==> src/rtl/dr_sbox_pkg.sv <==
package dr_sbox_pkg;

   localparam int BYTE_W = 8;
   localparam int RAIL_W = 2 * BYTE_W;

   typedef logic [7:0]      byte_t;
   typedef logic [3:0]      nib_t;
   typedef logic [1:0]      duo_t;
   typedef logic [7:0][7:0] mat8_t;   // column i is the image of basis bit i

   localparam duo_t PAIR_NULL = 2'b00;
   localparam duo_t PAIR_ONE  = 2'b10;
   localparam duo_t PAIR_ZERO = 2'b01;

   // GF(2^2) with w^2 = w + 1
   function automatic duo_t gf4_mul(duo_t a, duo_t b);
      duo_t r;
      r[1] = (a[1] & b[1]) ^ (a[1] & b[0]) ^ (a[0] & b[1]);
      r[0] = (a[1] & b[1]) ^ (a[0] & b[0]);
      return r;
   endfunction

   // GF((2^2)^2) with y^2 = y + phi
   function automatic nib_t gf16_mul(nib_t a, nib_t b, duo_t phi);
      duo_t hh;
      hh = gf4_mul(a[3:2], b[3:2]);
      return {hh ^ gf4_mul(a[3:2], b[1:0]) ^ gf4_mul(a[1:0], b[3:2]),
              gf4_mul(hh, phi) ^ gf4_mul(a[1:0], b[1:0])};
   endfunction

   function automatic nib_t gf16_inv(nib_t a, duo_t phi);
      duo_t dl, di;
      dl = gf4_mul(gf4_mul(a[3:2], a[3:2]), phi)
         ^ gf4_mul(a[3:2], a[1:0]) ^ gf4_mul(a[1:0], a[1:0]);
      di = gf4_mul(dl, dl);              // in GF(4) the inverse is the square
      return {gf4_mul(a[3:2], di), gf4_mul(a[3:2] ^ a[1:0], di)};
   endfunction

   // GF(((2^2)^2)^2) with z^2 = z + lambda
   function automatic byte_t gf256_mul(byte_t a, byte_t b, duo_t phi, nib_t lam);
      nib_t hh;
      hh = gf16_mul(a[7:4], b[7:4], phi);
      return {hh ^ gf16_mul(a[7:4], b[3:0], phi) ^ gf16_mul(a[3:0], b[7:4], phi),
              gf16_mul(hh, lam, phi) ^ gf16_mul(a[3:0], b[3:0], phi)};
   endfunction

   function automatic bit phi_is_irreducible(duo_t phi);
      for (int w = 0; w < 4; w++) begin
         if ((gf4_mul(w[1:0], w[1:0]) ^ w[1:0]) == phi) return 1'b0;
      end
      return 1'b1;
   endfunction

   function automatic bit lam_is_irreducible(nib_t lam, duo_t phi);
      for (int z = 0; z < 16; z++) begin
         if ((gf16_mul(z[3:0], z[3:0], phi) ^ z[3:0]) == lam) return 1'b0;
      end
      return 1'b1;
   endfunction

   function automatic nib_t pick_lambda(duo_t phi);
      for (int c = 1; c < 16; c++) begin
         if (lam_is_irreducible(c[3:0], phi)) return c[3:0];
      end
      return 4'h0;
   endfunction

   // element of the tower field that is a root of x^8+x^4+x^3+x+1
   function automatic byte_t find_root(duo_t phi, nib_t lam);
      byte_t x, x2, x3, x4, x8;
      for (int c = 2; c < 256; c++) begin
         x  = c[7:0];
         x2 = gf256_mul(x, x, phi, lam);
         x3 = gf256_mul(x2, x, phi, lam);
         x4 = gf256_mul(x2, x2, phi, lam);
         x8 = gf256_mul(x4, x4, phi, lam);
         if ((x8 ^ x4 ^ x3 ^ x ^ 8'h01) == 8'h00) return x;
      end
      return 8'h00;
   endfunction

   function automatic byte_t mat_apply(mat8_t m, byte_t v);
      byte_t r;
      r = '0;
      for (int i = 0; i < 8; i++) begin
         if (v[i]) r = r ^ m[i];
      end
      return r;
   endfunction

   function automatic mat8_t build_fwd_map(duo_t phi, nib_t lam);
      mat8_t m;
      byte_t beta, p;
      beta = find_root(phi, lam);
      p    = 8'h01;
      for (int i = 0; i < 8; i++) begin
         m[i] = p;
         p    = gf256_mul(p, beta, phi, lam);
      end
      return m;
   endfunction

   function automatic mat8_t build_bwd_map(mat8_t fwd);
      mat8_t m;
      m = '0;
      for (int j = 0; j < 8; j++) begin
         for (int b = 0; b < 256; b++) begin
            if (mat_apply(fwd, b[7:0]) == (8'h01 << j)) m[j] = b[7:0];
         end
      end
      return m;
   endfunction

endpackage

==> src/rtl/dr_rail_decode.sv <==
module dr_rail_decode #(
   parameter int NBITS = 8
) (
   input  logic [2*NBITS-1:0] rails,
   output logic [NBITS-1:0]   value,
   output logic               all_data,
   output logic               all_null
);
   logic [NBITS-1:0] is_data;
   logic [NBITS-1:0] is_null;

   for (genvar i = 0; i < NBITS; i++) begin : g_pair
      assign value[i]   = rails[2*i+1];
      assign is_data[i] = rails[2*i+1] ^ rails[2*i];
      assign is_null[i] = ~(rails[2*i+1] | rails[2*i]);
   end

   assign all_data = &is_data;
   assign all_null = &is_null;
endmodule

==> src/rtl/tf_inverse.sv <==
module tf_inverse
   import dr_sbox_pkg::*;
#(
   parameter duo_t PHI = 2'b10,
   parameter nib_t LAM = 4'h1
) (
   input  byte_t a_in,
   output byte_t a_out
);
   nib_t hi, lo, hi_sq, lo_sq, hi_lo, delta, delta_inv;

   assign hi        = a_in[7:4];
   assign lo        = a_in[3:0];
   assign hi_sq     = gf16_mul(hi, hi, PHI);                 // squarer
   assign lo_sq     = gf16_mul(lo, lo, PHI);                 // squarer
   assign hi_lo     = gf16_mul(hi, lo, PHI);                 // multiplier 1
   assign delta     = gf16_mul(hi_sq, LAM, PHI) ^ hi_lo ^ lo_sq;
   assign delta_inv = gf16_inv(delta, PHI);
   assign a_out     = {gf16_mul(hi, delta_inv, PHI),         // multiplier 2
                       gf16_mul(hi ^ lo, delta_inv, PHI)};   // multiplier 3
endmodule

==> src/rtl/tf_sbox_core.sv <==
module tf_sbox_core
   import dr_sbox_pkg::*;
#(
   parameter duo_t  PHI      = 2'b10,
   parameter nib_t  LAM      = 4'h1,
   parameter mat8_t MAP_FWD  = '0,
   parameter mat8_t MAP_BWD  = '0,
   parameter byte_t AFFINE_C = 8'h63
) (
   input  byte_t b_in,
   output byte_t s_out
);
   byte_t tower_in, tower_inv, poly_inv;

   assign tower_in = mat_apply(MAP_FWD, b_in);

   tf_inverse #(.PHI(PHI), .LAM(LAM)) u_inv (
      .a_in  (tower_in),
      .a_out (tower_inv)
   );

   assign poly_inv = mat_apply(MAP_BWD, tower_inv);

   for (genvar i = 0; i < BYTE_W; i++) begin : g_affine
      assign s_out[i] = poly_inv[i]
                      ^ poly_inv[(i + 4) % BYTE_W] ^ poly_inv[(i + 5) % BYTE_W]
                      ^ poly_inv[(i + 6) % BYTE_W] ^ poly_inv[(i + 7) % BYTE_W]
                      ^ AFFINE_C[i];
   end
endmodule

==> src/rtl/dr_wave_reg.sv <==
module dr_wave_reg #(
   parameter int NBITS = 8
) (
   input  logic               clk,
   input  logic               rst_n,
   input  logic [NBITS-1:0]   value,
   input  logic               in_all_data,
   input  logic               in_all_null,
   output logic [2*NBITS-1:0] pairs,
   output logic               done
);
   logic [2*NBITS-1:0] pairs_d;
   logic [2*NBITS-1:0] pairs_q;
   logic [NBITS-1:0]   q_data, q_null;
   logic               out_all_data, out_all_null;

   for (genvar i = 0; i < NBITS; i++) begin : g_pair
      assign pairs_d[2*i+1 -: 2] = {value[i], ~value[i]};
      assign q_data[i] = pairs_q[2*i+1] ^ pairs_q[2*i];
      assign q_null[i] = ~(pairs_q[2*i+1] | pairs_q[2*i]);
   end

   assign out_all_data = &q_data;
   assign out_all_null = &q_null;

   always_ff @(posedge clk or negedge rst_n) begin
      if (!rst_n) begin
         pairs_q <= '0;
         done    <= 1'b0;
      end else begin
         if (in_all_data && out_all_null) pairs_q <= pairs_d;
         else if (in_all_null)            pairs_q <= '0;
         if (out_all_data)      done <= 1'b1;
         else if (out_all_null) done <= 1'b0;
      end
   end

   assign pairs = pairs_q;
endmodule

==> src/rtl/dr_sbox.sv <==
module dr_sbox #(
   parameter dr_sbox_pkg::duo_t  PHI      = 2'b10,
   parameter dr_sbox_pkg::nib_t  LAMBDA   = 4'h0,   // 0 selects the first irreducible value
   parameter dr_sbox_pkg::byte_t AFFINE_C = 8'h63
) (
   input  logic                           clk,
   input  logic                           rst_n,
   input  logic [dr_sbox_pkg::RAIL_W-1:0] din,
   output logic [dr_sbox_pkg::RAIL_W-1:0] dout,
   output logic                           done
);
   import dr_sbox_pkg::*;

   localparam nib_t  LAM_EFF = (LAMBDA == 4'h0) ? pick_lambda(PHI) : LAMBDA;
   localparam byte_t ROOT    = find_root(PHI, LAM_EFF);
   localparam mat8_t MAP_FWD = build_fwd_map(PHI, LAM_EFF);
   localparam mat8_t MAP_BWD = build_bwd_map(MAP_FWD);

   if (!phi_is_irreducible(PHI)) begin : g_bad_phi
      $error("dr_sbox: PHI does not give an irreducible GF(2^4) polynomial");
   end
   if (!lam_is_irreducible(LAM_EFF, PHI)) begin : g_bad_lambda
      $error("dr_sbox: LAMBDA does not give an irreducible GF(2^8) polynomial");
   end
   if (ROOT == 8'h00) begin : g_no_root
      $error("dr_sbox: no tower element satisfies the AES field polynomial");
   end

   byte_t in_value, sub_value;
   logic  in_all_data, in_all_null;

   dr_rail_decode #(.NBITS(BYTE_W)) u_dec (
      .rails    (din),
      .value    (in_value),
      .all_data (in_all_data),
      .all_null (in_all_null)
   );

   tf_sbox_core #(
      .PHI      (PHI),
      .LAM      (LAM_EFF),
      .MAP_FWD  (MAP_FWD),
      .MAP_BWD  (MAP_BWD),
      .AFFINE_C (AFFINE_C)
   ) u_core (
      .b_in  (in_value),
      .s_out (sub_value)
   );

   dr_wave_reg #(.NBITS(BYTE_W)) u_wave (
      .clk         (clk),
      .rst_n       (rst_n),
      .value       (sub_value),
      .in_all_data (in_all_data),
      .in_all_null (in_all_null),
      .pairs       (dout),
      .done        (done)
   );
endmodule

==> config.mk <==
export PLATFORM = sky130hd
export DESIGN_NAME = dr_sbox
export DESIGN_NICKNAME = d
export VERILOG_FILES = /design/src/rtl/dr_sbox_pkg.sv /design/src/rtl/dr_rail_decode.sv /design/src/rtl/tf_inverse.sv /design/src/rtl/tf_sbox_core.sv /design/src/rtl/dr_wave_reg.sv /design/src/rtl/dr_sbox.sv
export SDC_FILE = /design/constraint.sdc
export NUM_CORES = 1
export LEC_CHECK = 0
export BUFFER_PORTS_ARGS = -buffer_cell sky130_fd_sc_hd__buf_2
export CORE_AREA = 2 2 73 110
export DETAILED_ROUTE_END_ITERATION = 10
export DIE_AREA = 0 0 75 112
export GPL_TIMING_DRIVEN = 0
export PLACE_DENSITY = 0.59
export REMOVE_ABC_BUFFERS = 1
export SYNTH_ARGS = -nofsm -noshare
export SYNTH_HDL_FRONTEND = slang
export SYNTH_HIERARCHICAL = 1
export SYNTH_SLANG_ARGS = --single-unit
==> constraint.sdc <==
create_clock -name clk -period 1.5 [get_ports clk]
set_input_delay 0.225 -clock clk [delete_from_list [all_inputs] [get_ports clk]]
set_output_delay 0.225 -clock clk [all_outputs]
set_load 0.05 [all_outputs]
==> key figures <==
Outcome
  • Result of the run: finished, violations left
  • Violations in the final reports: setup timing

Layout
  • Fill cell total of the finished layout: between 600 and 700
  • Number of standard cells in the final layout excluding fillers: 510
  • Area Growth Syn to Fin: 46.54%
  • Count of nets after finishing: 452
  • Share of cells above drive strength 1: 44.61%
  • Antenna cell count: 0
  • Commonest non-fill, non-tap cell in the layout: sky130_fd_sc_hd__buf_4
  • Top library cells by usage in the layout, fill and taps aside: sky130_fd_sc_hd__buf_4, sky130_fd_sc_hd__inv_1, sky130_fd_sc_hd__buf_2, sky130_fd_sc_hd__xnor2_2, sky130_fd_sc_hd__ha_1

Timing
  • Least setup slack across all paths after layout: -3657 ps
  • Actual slew at the worst max-slew pin: 1005 ps
  • Max transition margin: 32.81%
  • Hold Vio Cnt, Final: 0
  • Maximum operating frequency: between 0.15 and 0.2 GHz
  • Clk_skew: 1.561 ps
  • Final setup fails: 16
  • Final period utilization: 343.8%
  • Minimum clock period after layout: 5157 ps
  • Final Slew Violations: 0
  • RSZ-0062 raised after global routing: true

Placement
  • Final weighted congestion in routability-driven placement: 0.7928
  • Placed insts: 450
  • Port-buffer cells: 34
  • Dpl hpwl: 4.876 mm

Synthesis
  • Total of flip-flops plus latches after synthesis: 17
  • Number of synthesized flops with an enable pin: 0
  • Cell count after synthesis: roughly 340
  • Dominant cells by area after synthesis: sky130_fd_sc_hd__dfrtp_1, sky130_fd_sc_hd__xnor2_1, sky130_fd_sc_hd__ha_1
  • Share of synthesized flip-flops with an asynchronous set or reset: 100.0%
  • Predominant post-synthesis flop cell: sky130_fd_sc_hd__dfrtp_1
  • Post-Synthesis Cell Area: 0.002930 mm^2
  • Area fraction of the dominant cell type after synthesis: 14.52%
  • Mean cell area of the mapped netlist: 8.568 um^2
  • Count of distinct cell types in the synthesized netlist: 58
  • Syn. warnings: 6
  • Post-synthesis sequential area ratio: 14.52%
  • Library cell occupying the most area in the post-synthesis netlist: sky130_fd_sc_hd__dfrtp_1

Floorplanning
  • Die height: ~110 um
  • Die area: 0.008400 mm^2
  • Starting density of the core: 39.25%
  • Die X: 75 um
  • Placeable Area: 0.007466 mm^2
  • FP Rows: 39
  • Io pins: 35

Worst setup path
  • Maximum net fanout on the critical path: 6
  • Slowest stage delay, CP: 550 ps
  • Worst path slowest cell: sky130_fd_sc_hd__or4b_4
  • Chain of cells forming the critical path: buf_2 -> xor2_1 -> xnor3_2 -> inv_2 -> ha_4 -> xnor2_4 -> xnor3_2 -> xnor2_4 -> inv_4 -> ha_4 -> nor2_1 -> o21a_1 -> or4b_4 -> or4b_4 -> nand3_4 -> xnor2_4 -> xnor3_2 -> xor3_1 -> mux2_4
  • Critical path buffer and inverter count: 3
  • Category of the worst setup path launch point: input pin
  • Critical Path AT: 5290 ps
  • Nature of the critical path endpoint: register
  • Kind of cell adding the most delay to the critical path: XOR/XNOR gates
  • Type of the worst setup path: in2reg
  • Worst Path Required: 1630 ps

Routing
  • Via-to-Cell Ratio: 5.061
  • Vias after detailed routing: 2581
  • Total detailed-routing wirelength: 7.736 mm
  • First DRT Iteration DRCs: 69
  • Wire length per cell after detailed routing: around 15 um
  • Count of antenna-violating nets left after detailed routing: 0
  • Detailed-route DRC error count: 0
  • Pre-antenna DRT Iters: 4

Clock network
  • Deepest clock path buffer count: 2
  • CTS buffer count: 3
  • Total clock sinks: 17
  • Clock tree from TritonCTS: built
  • Clock transition at the registers of the reported paths: 50 ps
  • Clock tree root buffer cell: sky130_fd_sc_hd__clkbuf_16
  • Insertion delay to the later sink of the worst-skew pair: 250 ps
  • Number of levels the H-tree was split into: 1

Job
  • Count of maximum capacitance violations: 0

Global route
  • Number of antenna violations at the first check in global routing: 0
  • Vias in the first global route: 2642
  • Maximum number of pins on one net before global-route repair: 18
  • Overflow after GRT: 0
  • GRT Total Usage: 18.66%
  • First-pass GRT wire length: ~12 mm

Hold path
  • Hold Path Class: in2async
[Yosys cell counts, drive strengths merged, types with 2 or more instances]
| library cell | n |
|---|---|
| xor2 | 22 |
| o21ai | 6 |
| nand4 | 8 |
| buf | 17 |
| o22ai | 2 |
| xnor2 | 45 |
| o31ai | 2 |
| o211ai | 8 |
| nor4 | 4 |
| a211oi | 2 |
| nor2 | 19 |
| and2 | 2 |
| nor4b | 3 |
| ha | 25 |
| or4b | 2 |
| inv | 39 |
| nand2b | 9 |
| a21oi | 4 |
| mux2i | 14 |
| a221oi | 7 |
| nand3 | 13 |
| a211o | 2 |
| nor3 | 6 |
| or4 | 3 |
| mux2 | 9 |
| dfrtp | 17 |
| xnor3 | 6 |
| nand2 | 17 |
| nor3b | 2 |
| or3 | 3 |
| nor2b | 3 |
| clkbuf | 11 |
[path summary, 6_finish.rpt]
path | from | to | slack (ps) | cells after the start
worst max-delay path | din[13] | u_wave/pairs[9] | -3660 | 19
worst min-delay path | rst_n | u_wave/pairs[14] | 430 | 2
worst max register to register | u_wave/pairs[8] | u_wave/pairs[1] | -690 | 5
worst min register to register | u_wave/done | u_wave/done | 500 | 2
max in group asynchronous | rst_n | u_wave/pairs[5] | 780 | 2
min in group clk | u_wave/done | u_wave/done | 500 | 2
[logic make-up (layout without fill, tap and decap cells)]
kind of cell | after synthesis | after routing | share of synthesized area [%]
flip-flops | 17 | 17 | 14.52
buffers and inverters | 67 | 132 | 11.06
XOR/XNOR | 74 | 75 | 26.52
AND/OR/NAND/NOR | 96 | 96 | 18.49
AO/OA/AOI/OAI | 40 | 40 | 10.25
adder cells (fa/ha/maj) | 25 | 25 | 10.67
multiplexers | 23 | 23 | 8.497
[timing repair]
item / CTS / global route
resized for setup: 86 / 29
hold buffers: 1 / 0
endpoints found under the setup margin: 16 / 16
pin swaps: 32 / 15
buffers inserted: 42 / 13
cloned: 1 / 0
endpoints found under the hold margin: 17 / 0
[final cells by class]
class	instances	area, um^2	area share, %
multi-input combinational	259	2869	66.81
timing repair buffer	89	641.9	14.95
sequential	17	425.4	9.907
inverter	39	151.4	3.526
tap	102	127.6	2.972
clock buffer	4	78.83	1.836
[state kept, by name, summed over array words and instances (netlist names)]
signal,flops
u_wave/pairs,16
u_wave/done,1
[stage by stage]
stage | instance area (um^2) | hold WS (ps) | utilization (%) | TNS, ps | worst slack (ps)
floorplan | 2753 | -70.59 | - | -75240 | -5017
global placement | 3050 | 170.2 | 40.86 | -99090 | -6503
detailed placement | 3050 | 171.9 | 40.86 | -99950 | -6550
CTS | 4031 | 446.4 | 54.00 | -52430 | -3527
global route | 4294 | 486.2 | 57.52 | -56450 | -3742
finish | 4294 | 433.8 | 57.52 | -54650 | -3657
[routing by layer]
layer  vias to the layer above  part of all wire [%]  global-route usage [%]
met2                        48                    58                   36.02
met5                         -                     0                       0
met3                        11                   2.5                   1.267
met4                         0                   1.6                   4.881
met1                      1237                    38                   20.90
li1                       1285                     -                       -
Power is left out: the tool's default activity adds up to more than one toggle a clock period on the data nets, which glitch-free logic cannot reach.
